[config.mk]
export PLATFORM = sky130hd
export DESIGN_NAME = res_rdport
export DESIGN_NICKNAME = d
export VERILOG_FILES = /design/src/rtl/rdport_pkg.sv /design/src/rtl/rdport_state.sv /design/src/rtl/rdport_fmt.sv /design/src/rtl/rdport_drive.sv /design/src/rtl/res_rdport.sv
export SDC_FILE = /design/constraint.sdc
export NUM_CORES = 1
export LEC_CHECK = 0
export ABC_CLOCK_PERIOD_IN_PS = 2200
export BUFFER_PORTS_ARGS = -buffer_cell sky130_fd_sc_hd__buf_2
export CAP_MARGIN = 25
export CORE_UTILIZATION = 36
export CTS_CLUSTER_SIZE = 25
export DETAILED_ROUTE_END_ITERATION = 16
export PLACE_DENSITY_LB_ADDON = 0.1
export RECOVER_POWER = 25
export SLEW_MARGIN = 40
export SYNTH_ARGS = -nofsm -noshare
export SYNTH_HDL_FRONTEND = slang
export SYNTH_SLANG_ARGS = --single-unit
[constraint.sdc]
create_clock -name clk -period 2.2 [get_ports clk]
set_input_delay 0.11 -clock clk [delete_from_list [all_inputs] [get_ports clk]]
set_output_delay 0.11 -clock clk [all_outputs]
set_load 0.1 [all_outputs]
[src/rtl/rdport_pkg.sv]
package rdport_pkg;

    localparam int BUS_W  = 16;
    localparam int BYTE_W = 8;

    // registered state of the read port
    typedef struct packed {
        logic [BUS_W-1:0] res;      // left-justified result
        logic             eoc_n;    // active-low conversion-finished flag
        logic             ptr;      // 0: high byte next, 1: low byte next
        logic             rd_act;   // read strobe seen last cycle
        logic             rd_addr;  // address latched during the strobe
        logic             rd_wide;  // width latched during the strobe
    } rdst_t;

endpackage

[src/rtl/rdport_state.sv]
module rdport_state
    import rdport_pkg::*;
#(
    parameter int RES_BITS = 16
) (
    input  logic                clk,
    input  logic                rst_n,
    input  logic                done,
    input  logic [RES_BITS-1:0] sample,
    input  logic                rd_act,
    input  logic                addr,
    input  logic                wide,
    output logic [BUS_W-1:0]    res_q,
    output logic                eoc_n_q,
    output logic                ptr_q
);

    localparam int PAD = BUS_W - RES_BITS;

    rdst_t st_d, st_q;
    logic  rd_end;

    always_comb begin
        st_d        = st_q;
        st_d.rd_act = rd_act;
        if (rd_act) begin
            st_d.rd_addr = addr;
            st_d.rd_wide = wide;
        end
        rd_end = st_q.rd_act && !rd_act;
        if (rd_end) begin
            st_d.eoc_n = 1'b1;
            if (st_q.rd_addr && !st_q.rd_wide) begin
                st_d.ptr = ~st_q.ptr;
            end
        end
        // a fresh result takes priority over the end of a read
        if (done) begin
            st_d.res   = BUS_W'(sample) << PAD;
            st_d.eoc_n = 1'b0;
            st_d.ptr   = 1'b0;
        end
    end

    always_ff @(posedge clk) begin
        if (!rst_n) begin
            st_q <= '{res: '0, eoc_n: 1'b1, ptr: 1'b0,
                      rd_act: 1'b0, rd_addr: 1'b0, rd_wide: 1'b0};
        end else begin
            st_q <= st_d;
        end
    end

    assign res_q   = st_q.res;
    assign eoc_n_q = st_q.eoc_n;
    assign ptr_q   = st_q.ptr;

endmodule

[src/rtl/rdport_fmt.sv]
module rdport_fmt
    import rdport_pkg::*;
(
    input  logic              eoc_n,
    input  logic              ptr,
    input  logic              trk,
    input  logic              conv,
    input  logic              cal,
    input  logic              settled,
    output logic [BYTE_W-1:0] status
);

    always_comb begin
        status    = '0;
        status[0] = eoc_n;
        status[2] = ptr;
        status[3] = ~settled;
        status[5] = trk;
        status[6] = conv;
        status[7] = cal;
    end

endmodule

[src/rtl/rdport_drive.sv]
module rdport_drive
    import rdport_pkg::*;
#(
    parameter int RES_BITS = 16
) (
    input  logic              rd_act,
    input  logic              addr,
    input  logic              wide,
    input  logic              ptr,
    input  logic [BYTE_W-1:0] status,
    input  logic [BUS_W-1:0]  res,
    output logic [BUS_W-1:0]  dout,
    output logic [BUS_W-1:0]  oe
);

    localparam int PAD = BUS_W - RES_BITS;

    logic [BUS_W-1:0] wmask;

    for (genvar i = 0; i < BUS_W; i++) begin : g_wmask
        assign wmask[i] = (i >= PAD);
    end

    always_comb begin
        dout = '0;
        oe   = '0;
        if (rd_act) begin
            if (!addr) begin
                dout[BYTE_W-1:0] = status;
                oe[BYTE_W-1:0]   = '1;
            end else if (wide) begin
                dout = res & wmask;
                oe   = wmask;
            end else begin
                dout[BYTE_W-1:0] = ptr ? res[BYTE_W-1:0] : res[BUS_W-1:BYTE_W];
                oe[BYTE_W-1:0]   = '1;
            end
        end
    end

endmodule

[src/rtl/res_rdport.sv]
module res_rdport
    import rdport_pkg::*;
#(
    parameter int RES_BITS = 16
) (
    input  logic                clk,
    input  logic                rst_n,
    input  logic                sel,
    input  logic                rd,
    input  logic                addr,
    input  logic                wide,
    input  logic                done,
    input  logic [RES_BITS-1:0] sample,
    input  logic                trk,
    input  logic                conv,
    input  logic                cal,
    input  logic                settled,
    output logic [15:0]         dout,
    output logic [15:0]         oe
);

    logic              rd_act;
    logic [BUS_W-1:0]  res_q;
    logic              eoc_n_q;
    logic              ptr_q;
    logic [BYTE_W-1:0] status;

    assign rd_act = sel && rd;

    rdport_state #(.RES_BITS(RES_BITS)) u_state (
        .clk     (clk),
        .rst_n   (rst_n),
        .done    (done),
        .sample  (sample),
        .rd_act  (rd_act),
        .addr    (addr),
        .wide    (wide),
        .res_q   (res_q),
        .eoc_n_q (eoc_n_q),
        .ptr_q   (ptr_q)
    );

    rdport_fmt u_fmt (
        .eoc_n   (eoc_n_q),
        .ptr     (ptr_q),
        .trk     (trk),
        .conv    (conv),
        .cal     (cal),
        .settled (settled),
        .status  (status)
    );

    rdport_drive #(.RES_BITS(RES_BITS)) u_drive (
        .rd_act (rd_act),
        .addr   (addr),
        .wide   (wide),
        .ptr    (ptr_q),
        .status (status),
        .res    (res_q),
        .dout   (dout),
        .oe     (oe)
    );

endmodule

==> metrics.cfg, run 1 <==
[global_routing]
grtUsageTotal_pct = 15.5
antenna_found_initial = 0
grt_pass1_vias = 869
grt_pass1_wl_mm = 3.95
grt_max_degree = 23
gr-total-overflow = 0

[route]
routed_via_density = 4.51
drt-initial-drc-count = 26
num_vias = 952
avgRoutedWirePerCell_um = 11.8
drt_wl_total_mm = 2.49
antenna_left = 0
dr.pass1.iters = 4
drc = 0

[synth]
ys_seq_area_share_pct = 36.1
yosys.area.top_type = dfxtp_1
ys_types = 24
syn-cell-area_sq_mm = 0.00117
synth_nets = 153
synth_cells = 126
synth-edff-count = 0
yosys_warnings = 0
ys_ff_latch = 21
async_flop_share_pct = 0
synth_area_leaders = dfxtp_1 36%, mux2i_1 19%, buf_4 9.7%
synth-main-ff-cell = dfxtp_1
syn_area_per_cell_sq_um = 9.25
yosysTopAreaCellShare_pct = 36.1

[place]
dpl_cell_area_sq_mm = 0.00139
port_buffers = 58
gp_congestion = 0.733
dp_hpwl_mm = 1.85
place_inst = 207

[clock_network]
worst_skew_pair.late_latency_ns = 0.30
clock-root-buffer = clkbuf_4
cts_tree = yes
post_cts_buffers = 0
ctsLongestPathBuffers = 2
cts.sinks = 21
h-tree-depth = 1
path_clk_slew_ns = 0.12
cts_buffers = 3
ctsHoldBuffers = 0
cts_resized = 0

[pwr]
combinationalPowerShare_pct = 30.3
p_total_mw = 0.853
pwr-share-seq_pct = 48.5
cell_internal_pwr_mw = 0.537
power.density_mw_per_mm2 = 606
swShare_pct = 37.0
p_leak_nw = 0.701
switchingPower_mw = 0.316
peakVddDrop_v = 0.000238
clkPwrFrac_pct = 21.2

[critical_path]
cp-start-kind = register
critPathRequiredTime_ns = 2.09
criticalPathCategory = register to output pin
critPathCaptureType = output pin
cp.arrival_ns = 1.72
path_max_fanout = 8

[floorplanning]
core_area_sq_mm = 0.00305
row_count = 20
start_util_pct = 38.2
fp.dieArea_sq_mm = 0.00347
dieHeight_um = 58.9
fp.dieW_um = 58.9
ioPinCount = 59

[sta]
post-route-period-util_pct = 83.2
fmax_mhz = 546
finalHoldViolations = 0
setup_tns_ns = 0
maxSlewViolCount = 0
slew_headroom_pct = 17.0
min_period_ns = 1.83
worst_pin_slew_ns = 1.24
timing.hold.ws_ns = 0.0584
setup_viol = 0
rsz0062_at_grt = no
finalClockSkew_ns = 0.0111

[cells_and_area]
layout_commonest_cell = buf_2
nFillCells = 328
final_area_sq_mm = 0.00141
syn2layout_area_growth_pct = 20.8
drive_above_1_share_pct = 42.5
final_cells = 211
n_antenna_cell = 0
final_cell_mix = 56 x buf_2, 22 x mux2i_1, 21 x dfxtp_1
nNetsFinal = 195

[run]
max-cap-violations = 0

[outcome]
status = completed

[hold_path]
hold_path.class = primary input to register

==> worst paths after layout <==
kind                         from                to  slack, ns  cells past startpoint
setup / recovery    u_state.ptr_q           dout[2]       0.37                      4
hold / removal          sample[7]  u_state.res_q[7]       0.06                      3
setup reg to reg  u_state.st_q[2]     u_state.ptr_q       1.17                      3
hold reg to reg   u_state.st_q[0]   u_state.st_q[0]       0.47                      2
==> per-stage QoR <==
| step | setup slack (ns) | utilization, % |
|---|---|---|
| 2_1_floorplan | 0.407 | - |
| 3_3_place_gp | 0.720 | 45.4 |
| 3_5_place_dp | 0.704 | 45.4 |
| 4_1_cts | 0.340 | 46.2 |
| 5_1_grt | 0.243 | 46.1 |
| 6_report | 0.370 | 46.1 |
==> layout make-up <==
type                    instances  area [sq um]  share of cell area (%)
well taps                      44          55.1                    3.91
flip-flops and latches         21           420                    29.8
multi-input cells              82           609                    43.3
clock buffers                   4          26.3                    1.87
inverters                       2          10.0                   0.710
repair buffers                 58           288                    20.4
==> per-layer routing <==
layer	up-vias	part of all wire (%)	GRT usage (%)
met2	37	48	26.8
met3	2	5.9	2.20
li1	489	-	-
met5	-	0	0
met1	424	46	18.9
met4	0	0.68	7.14
==> kinds of logic (layout without fill, tap and decap cells) <==
family          Yosys count  in the layout  synth area share, %
simple gates             40             40                 21.0
buf+inv                  23             64                 14.5
compound gates           20             20                 9.55
mux                      22             22                 18.9
flops                    21             21                 36.1
==> worst max-delay path, cell delays in order, from the launching register on <==
cell	delay (ns)
dfxtp_1	0.39
nor2_4	0.27
nand3_1	0.13
a31oi_2	0.19
buf_2	0.44
==> cell usage after synthesis, types with 2 or more instances <==
cell and number:
buf_4 15, nand2_1 6, a21oi_1 7, clkbuf_1 2, buf_6 3, nand3b_1 2
and2_1 8, nor2b_1 16, o21ai_0 8, nand3_1 2, dfxtp_1 21, mux2i_1 22
a21boi_0 3
==> power groups by stage <==
stage	sequential, mW	clock [mW]	combinational, mW
floorplan	0.418	0	0.227
global placement	0.423	0	0.257
detailed placement	0.423	0	0.260
CTS	0.415	0.191	0.260
global route	0.417	0.206	0.273
finish	0.414	0.181	0.258
==> sequential cells by signal (all words and copies together), names as in the netlist <==
register and flops:
u_state.st_q 3, u_state.res_q 16, u_state.ptr_q 1, u_state.eoc_n_q 1
(Power assumes the default switching activity.)
==> inputs of run 2 (changes only) <==
- ABC_AREA: not set -> 1
- ABC_CLOCK_PERIOD_IN_PS: 2200 -> 1720
- clock period: 2.2 -> 1.72 ns (I/O delays scaled with it)
==> metrics.cfg, run 2 <==
[cells_and_area]
layout_commonest_cell = nor2_1
nNetsFinal = 245
final_cells = 261
n_antenna_cell = 0
final_cell_mix = 46 x nor2_1, 33 x buf_2, 23 x nand2_1
largest_reg_flops = 16
fin_util_pct = 55.7
final_area_sq_mm = 0.00171
syn2layout_area_growth_pct = 45.7
drive_above_1_share_pct = 32.7

[route]
dr.pass1.iters = 4
drc = 0
drt_wl_total_mm = 2.86
drt-initial-drc-count = 40
antenna_left = 0
num_vias = 1175
routed_via_density = 4.50
avgRoutedWirePerCell_um = 11.0

[pwr]
peakVddDrop_v = 0.000425
swShare_pct = 39.0
p_total_mw = 1.17
pwr-share-seq_pct = 45.5
clkPwrFrac_pct = 20.1
combinationalPowerShare_pct = 34.3
p_leak_nw = 0.838
power.density_mw_per_mm2 = 683
switchingPower_mw = 0.457
cell_internal_pwr_mw = 0.715

[clock_network]
path_clk_slew_ns = 0.11
cts_tree = yes
post_cts_buffers = 0
cts.sinks = 21
cts_buffers = 3
worst_skew_pair.late_latency_ns = 0.30
h-tree-depth = 1
ctsLongestPathBuffers = 2
clock-root-buffer = clkbuf_4

[synth]
synth.most_common_cell = nor2_1
synth-edff-count = 0
syn_area_per_cell_sq_um = 6.80
synth-main-ff-cell = dfxtp_1
ys_types = 19
yosysTopAreaCellShare_pct = 35.7
yosys.area.top_type = dfxtp_1
synth_cells = 173
synth_nets = 200
synthTopCellsByCount = 46 x nor2_1, 23 x nand2_1, 21 x dfxtp_1
ys_seq_area_share_pct = 35.7
ys_ff_latch = 21
synth_area_leaders = dfxtp_1 36%, nor2_1 15%, buf_4 11%
yosys_warnings = 0
async_flop_share_pct = 0
syn-cell-area_sq_mm = 0.00118

[floorplanning]
fp.dieW_um = 59.2
dieHeight_um = 59.2
core_area_sq_mm = 0.00308
ioPinCount = 59
start_util_pct = 38.2
row_count = 20
fp.dieArea_sq_mm = 0.00350

[outcome]
status = completed

[critical_path]
critPathCaptureType = output pin
critPathRequiredTime_ns = 1.63
r2r_slack_ns = 0.95
cp.arrival_ns = 1.54
cp-start-kind = register
criticalPathCategory = register to output pin
path_max_fanout = 9

[sta]
rsz0062_at_grt = no
setup_tns_ns = 0
finalClockSkew_ns = 0.000317
fin_ws_ns = 0.0951
worst_pin_slew_ns = 0.613
setup_viol = 0
timing.hold.ws_ns = 0.00263
finalHoldViolations = 0
fmax_mhz = 615
min_period_ns = 1.62
post-route-period-util_pct = 94.5
maxSlewViolCount = 0
slew_headroom_pct = 59.1

[global_routing]
grt_pass1_vias = 1044
gr-total-overflow = 0
antenna_found_initial = 0
grt_pass1_wl_mm = 4.51
grtUsageTotal_pct = 17.1
grt_max_degree = 26

[place]
place_inst = 256
gp_congestion = 0.785
dp_slack_ns = 0.327
port_buffers = 58
dp_hpwl_mm = 2.19
dpl_cell_area_sq_mm = 0.00166

[hold_path]
hold_path.class = primary input to register

[run]
max-cap-violations = 0

-- run 2: cell types whose count changed after synthesis, sizes merged, moves of 3 or more --
cell	delta
inv	+19
o21ai	+9
nor2	+45
a21boi	-4
and2	-8
nor2b	-16
nand3	+5
a21oi	+3
nand2	+17
mux2i	-22
-- run 2: layer usage --
metal	track usage (%)	wire length (um)
met5	0	0
met4	6.12	16
met3	3.06	153
met2	30.0	1440
met1	21.0	1250
-- run 2: layout make-up --
| class | count | area, sq um |
|---|---|---|
| Fill cell | 319 | 1360 |
| Inverter | 22 | 101 |
| Tap cell | 44 | 55.1 |
| Sequential cell | 21 | 420 |
| Clock buffer | 3 | 22.5 |
| Timing Repair Buffer | 61 | 599 |
| Multi-Input combinational cell | 109 | 510 |
| Clock inverter | 1 | 5.00 |
-- run 2: path summary, 6_finish.rpt --
| check | startpoint | to | cells after the start |
|---|---|---|---|
| worst max-delay path | u_state.ptr_q | dout[3] | 7 |
| worst min-delay path | sample[2] | u_state.res_q[2] | 3 |
| worst max register to register | u_state.st_q[2] | u_state.eoc_n_q | 4 |
| worst min register to register | u_state.res_q[15] | u_state.res_q[15] | 2 |
-- run 2: kinds of logic (layout without fill, tap and decap cells) --
logic type | count (synthesis) | count (layout) | synth area share (%)
buffers and inverters | 43 | 87 | 22.8
flip-flops | 21 | 21 | 35.7
AND/OR/NAND/NOR | 81 | 81 | 29.4
AO/OA/AOI/OAI | 28 | 28 | 12.1
-- run 2: power groups by stage --
| stage | clock [mW] | sequential, mW | combinational, mW |
|---|---|---|---|
| global route | 0.261 | 0.537 | 0.428 |
| CTS | 0.242 | 0.533 | 0.401 |
| detailed placement | 0 | 0.544 | 0.397 |
| finish | 0.236 | 0.534 | 0.402 |
| global placement | 0 | 0.544 | 0.393 |
| floorplan | 0 | 0.540 | 0.319 |
-- run 2: repair_timing --
action,4_1_cts,5_1_grt
endpoints found under the setup margin,3,3
gates resized for setup,3,3
pin swaps,0,1
endpoints found under the hold margin,0,1
hold buffers,0,1
-- run 2: worst max-delay path, stage by stage, from the launching register on --
cell,delay (ns)
dfxtp_1,0.38
nor2_4,0.23
inv_4,0.09
nand2_1,0.10
nand3_1,0.07
nand2_1,0.06
inv_1,0.04
clkbuf_4,0.27
